$ cat config.mk
export PLATFORM = sky130hd
export DESIGN_NAME = atr_switch
export DESIGN_NICKNAME = d
export VERILOG_FILES = /design/src/rtl/atr_pkg.sv /design/src/rtl/atr_regs.sv /design/src/rtl/atr_tx_timer.sv /design/src/rtl/atr_pin_mux.sv /design/src/rtl/atr_switch.sv
export SDC_FILE = /design/constraint.sdc
export NUM_CORES = 1
export LEC_CHECK = 0
export BUFFER_PORTS_ARGS = -buffer_cell sky130_fd_sc_hd__buf_2
export CORE_MARGIN = 1
export CORE_UTILIZATION = 50
export CTS_BUF_LIST = sky130_fd_sc_hd__clkbuf_16
export CTS_CLUSTER_SIZE = 25
export DETAILED_ROUTE_END_ITERATION = 16
export PLACE_DENSITY = 0.73
export SLEW_MARGIN = 20
export SYNTH_ARGS = -nofsm -noshare
export SYNTH_HDL_FRONTEND = slang
export SYNTH_HIERARCHICAL = 1
export SYNTH_SLANG_ARGS = --single-unit
$ cat constraint.sdc
create_clock -name clk -period 5.2 [get_ports clk]
set_clock_uncertainty 0.2 [all_clocks]
set_input_delay 1.3 -clock clk [delete_from_list [all_inputs] [get_ports clk]]
set_output_delay 1.3 -clock clk [all_outputs]
set_load 0.05 [all_outputs]
$ cat src/rtl/atr_pkg.sv
package atr_pkg;
    localparam int ADDR_W = 3;

    typedef enum logic [ADDR_W-1:0] {
        REG_CTRL = 3'd0,
        REG_SEL  = 3'd1,
        REG_TXV  = 3'd2,
        REG_RXV  = 3'd3,
        REG_OUT  = 3'd4,
        REG_RISE = 3'd5,
        REG_FALL = 3'd6
    } reg_addr_e;
endpackage

$ cat src/rtl/atr_regs.sv
module atr_regs
    import atr_pkg::*;
#(
    parameter int WIDTH = 16,
    parameter int DLY_W = 12
) (
    input  logic                 clk,
    input  logic                 rst_n,
    input  logic                 wr_en,
    input  logic [ADDR_W-1:0]    wr_addr,
    input  logic [WIDTH-1:0]     wr_data,
    input  logic [WIDTH-1:0]     wr_bmask,
    output logic                 enable,
    output logic [WIDTH-1:0]     sel,
    output logic [WIDTH-1:0]     txv,
    output logic [WIDTH-1:0]     rxv,
    output logic [WIDTH-1:0]     outv,
    output logic [DLY_W-1:0]     rise_dly,
    output logic [DLY_W-1:0]     fall_dly
);
    typedef struct packed {
        logic             en;
        logic [WIDTH-1:0] sel;
        logic [WIDTH-1:0] txv;
        logic [WIDTH-1:0] rxv;
        logic [WIDTH-1:0] outv;
        logic [DLY_W-1:0] rise;
        logic [DLY_W-1:0] fall;
    } regs_t;

    regs_t regs_d, regs_q;

    always_comb begin
        regs_d = regs_q;
        if (wr_en) begin
            case (wr_addr)
                REG_CTRL: regs_d.en   = wr_data[0];
                REG_SEL:  regs_d.sel  = wr_data;
                REG_TXV:  regs_d.txv  = wr_data;
                REG_RXV:  regs_d.rxv  = wr_data;
                REG_OUT:  regs_d.outv = (regs_q.outv & ~wr_bmask) | (wr_data & wr_bmask);
                REG_RISE: regs_d.rise = wr_data[DLY_W-1:0];
                REG_FALL: regs_d.fall = wr_data[DLY_W-1:0];
                default:  regs_d = regs_q;
            endcase
        end
    end

    always_ff @(posedge clk) begin
        if (!rst_n) regs_q <= '0;
        else        regs_q <= regs_d;
    end

    assign enable   = regs_q.en;
    assign sel      = regs_q.sel;
    assign txv      = regs_q.txv;
    assign rxv      = regs_q.rxv;
    assign outv     = regs_q.outv;
    assign rise_dly = regs_q.rise;
    assign fall_dly = regs_q.fall;


    masked_out_write_chk: assert property (@(posedge clk) disable iff (!rst_n)
        (wr_en && wr_addr == REG_OUT) |=>
            ((outv & ~$past(wr_bmask)) == ($past(outv) & ~$past(wr_bmask))));
endmodule

$ cat src/rtl/atr_tx_timer.sv
module atr_tx_timer #(
    parameter int DLY_W = 12
) (
    input  logic             clk,
    input  logic             rst_n,
    input  logic             fifo_busy,
    input  logic [DLY_W-1:0] rise_dly,
    input  logic [DLY_W-1:0] fall_dly,
    output logic             tx_state
);
    typedef struct packed {
        logic             state;
        logic [DLY_W-1:0] cnt;
    } tmr_t;

    tmr_t tmr_d, tmr_q;
    logic [DLY_W-1:0] target;

    always_comb begin
        tmr_d  = tmr_q;
        target = tmr_q.state ? fall_dly : rise_dly;
        if (fifo_busy != tmr_q.state) begin
            if (tmr_q.cnt >= target) begin
                tmr_d.state = fifo_busy;
                tmr_d.cnt   = '0;
            end else begin
                tmr_d.cnt = tmr_q.cnt + 1'b1;
            end
        end else begin
            tmr_d.cnt = '0;
        end
    end

    always_ff @(posedge clk) begin
        if (!rst_n) tmr_q <= '0;
        else        tmr_q <= tmr_d;
    end

    assign tx_state = tmr_q.state;


    state_follows_fifo_chk: assert property (@(posedge clk) disable iff (!rst_n)
        (tx_state != $past(tx_state)) |-> ($past(fifo_busy) == tx_state));
endmodule

$ cat src/rtl/atr_pin_mux.sv
module atr_pin_mux #(
    parameter int WIDTH = 16
) (
    input  logic             clk,
    input  logic             rst_n,
    input  logic             enable,
    input  logic             tx_state,
    input  logic [WIDTH-1:0] sel,
    input  logic [WIDTH-1:0] txv,
    input  logic [WIDTH-1:0] rxv,
    input  logic [WIDTH-1:0] outv,
    output logic [WIDTH-1:0] pins
);
    logic [WIDTH-1:0] pins_d, pins_q;

    for (genvar b = 0; b < WIDTH; b++) begin : g_bit
        always_comb begin
            if (enable && sel[b]) pins_d[b] = tx_state ? txv[b] : rxv[b];
            else                  pins_d[b] = outv[b];
        end
    end

    always_ff @(posedge clk) begin
        if (!rst_n) pins_q <= '0;
        else        pins_q <= pins_d;
    end

    assign pins = pins_q;


    disabled_plain_chk: assert property (@(posedge clk) disable iff (!rst_n)
        (!enable) |=> (pins == $past(outv)));

    unselected_plain_chk: assert property (@(posedge clk) disable iff (!rst_n)
        1'b1 |=> ((pins & ~$past(sel)) == ($past(outv) & ~$past(sel))));

    tx_pattern_chk: assert property (@(posedge clk) disable iff (!rst_n)
        (enable && tx_state) |=> ((pins & $past(sel)) == ($past(txv) & $past(sel))));

    rx_pattern_chk: assert property (@(posedge clk) disable iff (!rst_n)
        (enable && !tx_state) |=> ((pins & $past(sel)) == ($past(rxv) & $past(sel))));
endmodule

$ cat src/rtl/atr_switch.sv
module atr_switch
    import atr_pkg::*;
#(
    parameter int WIDTH = 16,
    parameter int DLY_W = 12
) (
    input  logic              clk,
    input  logic              rst_n,
    input  logic              wr_en,
    input  logic [ADDR_W-1:0] wr_addr,
    input  logic [WIDTH-1:0]  wr_data,
    input  logic [WIDTH-1:0]  wr_bmask,
    input  logic              fifo_busy,
    output logic [WIDTH-1:0]  pins
);
    logic             enable;
    logic             tx_state;
    logic [WIDTH-1:0] sel, txv, rxv, outv;
    logic [DLY_W-1:0] rise_dly, fall_dly;

    atr_regs #(.WIDTH(WIDTH), .DLY_W(DLY_W)) u_regs (
        .clk(clk), .rst_n(rst_n), .wr_en(wr_en), .wr_addr(wr_addr),
        .wr_data(wr_data), .wr_bmask(wr_bmask), .enable(enable),
        .sel(sel), .txv(txv), .rxv(rxv), .outv(outv),
        .rise_dly(rise_dly), .fall_dly(fall_dly)
    );

    atr_tx_timer #(.DLY_W(DLY_W)) u_timer (
        .clk(clk), .rst_n(rst_n), .fifo_busy(fifo_busy),
        .rise_dly(rise_dly), .fall_dly(fall_dly), .tx_state(tx_state)
    );

    atr_pin_mux #(.WIDTH(WIDTH)) u_mux (
        .clk(clk), .rst_n(rst_n), .enable(enable), .tx_state(tx_state),
        .sel(sel), .txv(txv), .rxv(rxv), .outv(outv), .pins(pins)
    );
endmodule

==> impl_metrics.yaml <==
hold_path:
  min_path_type: "flop to flop"
drt:
  vias: 4141
  drtIter0Drc: 253
  drt-pass1-iter-count: 5
  vias_per_cell: 5.52
  ant_nets: 0
  drc: 0
  drt_wl_total_um: 11700
  wire_per_inst_um: 15.6
setup_path:
  cpLargestDelayFamily: "compound AO/OA/AOI/OAI gates"
  cp_slowest_cell: "dfxtp_2"
  critical_path_class: "flop to flop"
  worstPathMaxFanout: 30
  critPathArrivalTime_ns: 3.49
  worstSetupStartpointType: "flop"
  timing.critical_path.buf_inv: 0
  cp_data_required_time_ns: 5.32
  crit_chain: "mux2i_1 -> ha_1 -> a21o_1 -> a21o_1 -> a2111oi_2 -> o2111ai_1 -> nor2_1"
  cpMostUsedCell: "a21o_1"
  cpPeakStageDelay_ns: 0.96
  endpoint_kind: "flop"
clock_tree:
  cts.sinks: 118
  ctsHoldBuffers: 0
  clkSlewWorstSetupHoldPaths_ns: 0.06
  clockBufferDepth: 2
  cts_resized: 0
  clockRootBuffer: "clkbuf_16"
  cts-htree-levels: 4
  clock_latency_ns: 0.41
  postCtsSetupBuffers: 0
  cts_made_buffers: 17
  cts_tree: "yes"
job:
  drv_cap: 0
placed_design:
  hpwlAfterDp_um: 7240
  gp_congestion: 0.734
  pre_cts_slack_ns: 1.85
  io_buffers: 54
  place_inst: 718
global_route:
  overflow: 0
  first_global_vias: 4196
  grt_usage_pct: 23.2
  grt_antenna_before_repair: 0
  grt_max_degree: 65
  grt_pass1_wl_um: 19700
finish:
  syn_to_final_growth_pct: 15.1
  fillers: 829
  most-common-layout-cells: "nand2_1, dfxtp_1, a21boi_0"
  fin_nets: 656
  final_layout_size_suffix_gt1_share_pct: 15.1
  final_common_cell: "nand2_1"
  n_antenna_cell: 0
  instances_no_fill: 750
  final_util_pct: 60.1
yosys:
  yosys_warnings: 6
  synthArstFlopShare_pct: 0
  synth.distinct_cells: 40
  synth_enable_flop_cells: 0
  synth_ff_type: "dfxtp_1"
  avgSynthCellArea_sq_um: 9.01
  postSynthCellCount: 572
  syn_area_sq_um: 5150
  synth_fp_nets: 624
  seq_area_frac_synth_pct: 45.8
  yosys_register_bits: 118
timing:
  worst_pin_slew_ns: 0.977
  clock.fmax_ghz: 0.297
  worst_slack_ns: 1.83
  min_period_over_period_pct: 64.7
  min_period_ns: 3.37
  finalHoldViolCount: 0
  setup_viol: 0
  relSlewSlack_pct: 34.8
  finalMaxSlewViolations: 0
  rsz0062_at_grt: "no"
  fin_setup_tns_ns: 0
die:
  start_util_pct: 52.2
  io_pins: 55
  dieArea_sq_um: 10700
  die_w_um: 104
  fp.dieH_um: 104
  core-area_sq_um: 9860
  num_rows: 36
power:
  cellPowerDensity_nw_per_um2: 370
  irDropWorstVdd_mv: 0.190
  p_total_w: 0.00220
  total_leakage_power_nw: 2.29
status:
  status: "completed"
==> cells by family (layout without fill, tap and decap cells) <==
group                      count (synthesis)  in the layout  share of synthesized area, %
buffers and inverters                     47             92                          5.27
adders and majority gates                 13             13                          3.16
DFF                                      118            118                          45.8
and+or+nand+nor                          207            207                          17.1
xor gates and xnor gates                  11             11                          1.87
AOI/OAI and AO/OA                        146            146                          20.9
muxes                                     30             30                          5.85
==> worst reg2reg max path: cells and delay by family, from the launching register on <==
family / cells / cell delay [ns]
flops: 1 / 0.96
mux: 1 / 0.29
simple gates: 1 / 0.29
compound gates: 4 / 1.29
fa+ha+maj: 1 / 0.27
==> routing by layer <==
metal	track usage [%]	up-vias	share of wire, %	routed length [um]
met5	0	-	0	0
met4	7.56	0	0.82	96
met3	6.36	12	5.1	596
met2	40.2	100	49	5790
met1	27.6	1976	45	5240
li1	-	2053	-	-
==> per-stage QoR <==
| stage | area (sq um) | hold WS, ns |
|---|---|---|
| after floorplan | 5150 | 0.230 |
| after global placement | 5350 | 0.242 |
| after detailed placement | 5350 | 0.252 |
| after CTS | 5930 | 0.263 |
| after global routing | 5930 | 0.271 |
| final | 5930 | 0.263 |
==> cell usage after synthesis, types with 3 or more instances <==
cell | count | share of area, %
ha_1 | 13 | 3.2
buf_6 | 6 | 1.3
xnor2_1 | 4 | 0.68
buf_4 | 4 | 0.58
inv_1 | 3 | 0.22
a41o_1 | 16 | 3.1
nand2_1 | 167 | 12
a311oi_1 | 16 | 2.7
buf_2 | 13 | 1.3
nand3_1 | 5 | 0.49
a21oi_1 | 35 | 3.4
nand4b_1 | 3 | 0.51
clkbuf_1 | 17 | 1.2
dfxtp_1 | 118 | 46
nor2_1 | 15 | 1.1
a21boi_1 | 7 | 1.0
mux2i_1 | 29 | 5.6
xor2_1 | 7 | 1.2
a21boi_0 | 65 | 9.5
and4b_1 | 3 | 0.58
==> path summary, 6_finish.rpt <==
path,from,end,slack [ns],cells past startpoint
hold / removal,u_regs/txv[9],u_regs/txv[9],0.26,2
setup reg to reg,u_timer/tx_state,u_timer/tmr_q[1],1.83,7
hold reg to reg,u_regs/txv[9],u_regs/txv[9],0.26,2
setup / recovery,u_timer/tx_state,u_timer/tmr_q[1],1.83,7
==> power by group <==
| part | total (W) | switching, W | internal [W] |
|---|---|---|---|
| Sequential | 0.000944 | 0.0000232 | 0.000921 |
| Clock | 0.00113 | 0.000427 | 0.000705 |
| Combinational | 0.000122 | 0.0000709 | 0.0000509 |
| Total | 0.00220 | 0.000521 | 0.00168 |
==> layout make-up <==
class	count	area (sq um)	share of cell area, %
Multi-Input combinational cell	407	2520	42.5
Sequential cell	118	2360	39.8
Clock buffer	17	425	7.17
Timing Repair Buffer	57	293	4.93
Tap cell	133	166	2.80
Clock inverter	15	154	2.59
Inverter	3	11.3	0.190
Note: power is estimated with default switching activity, not from simulation.
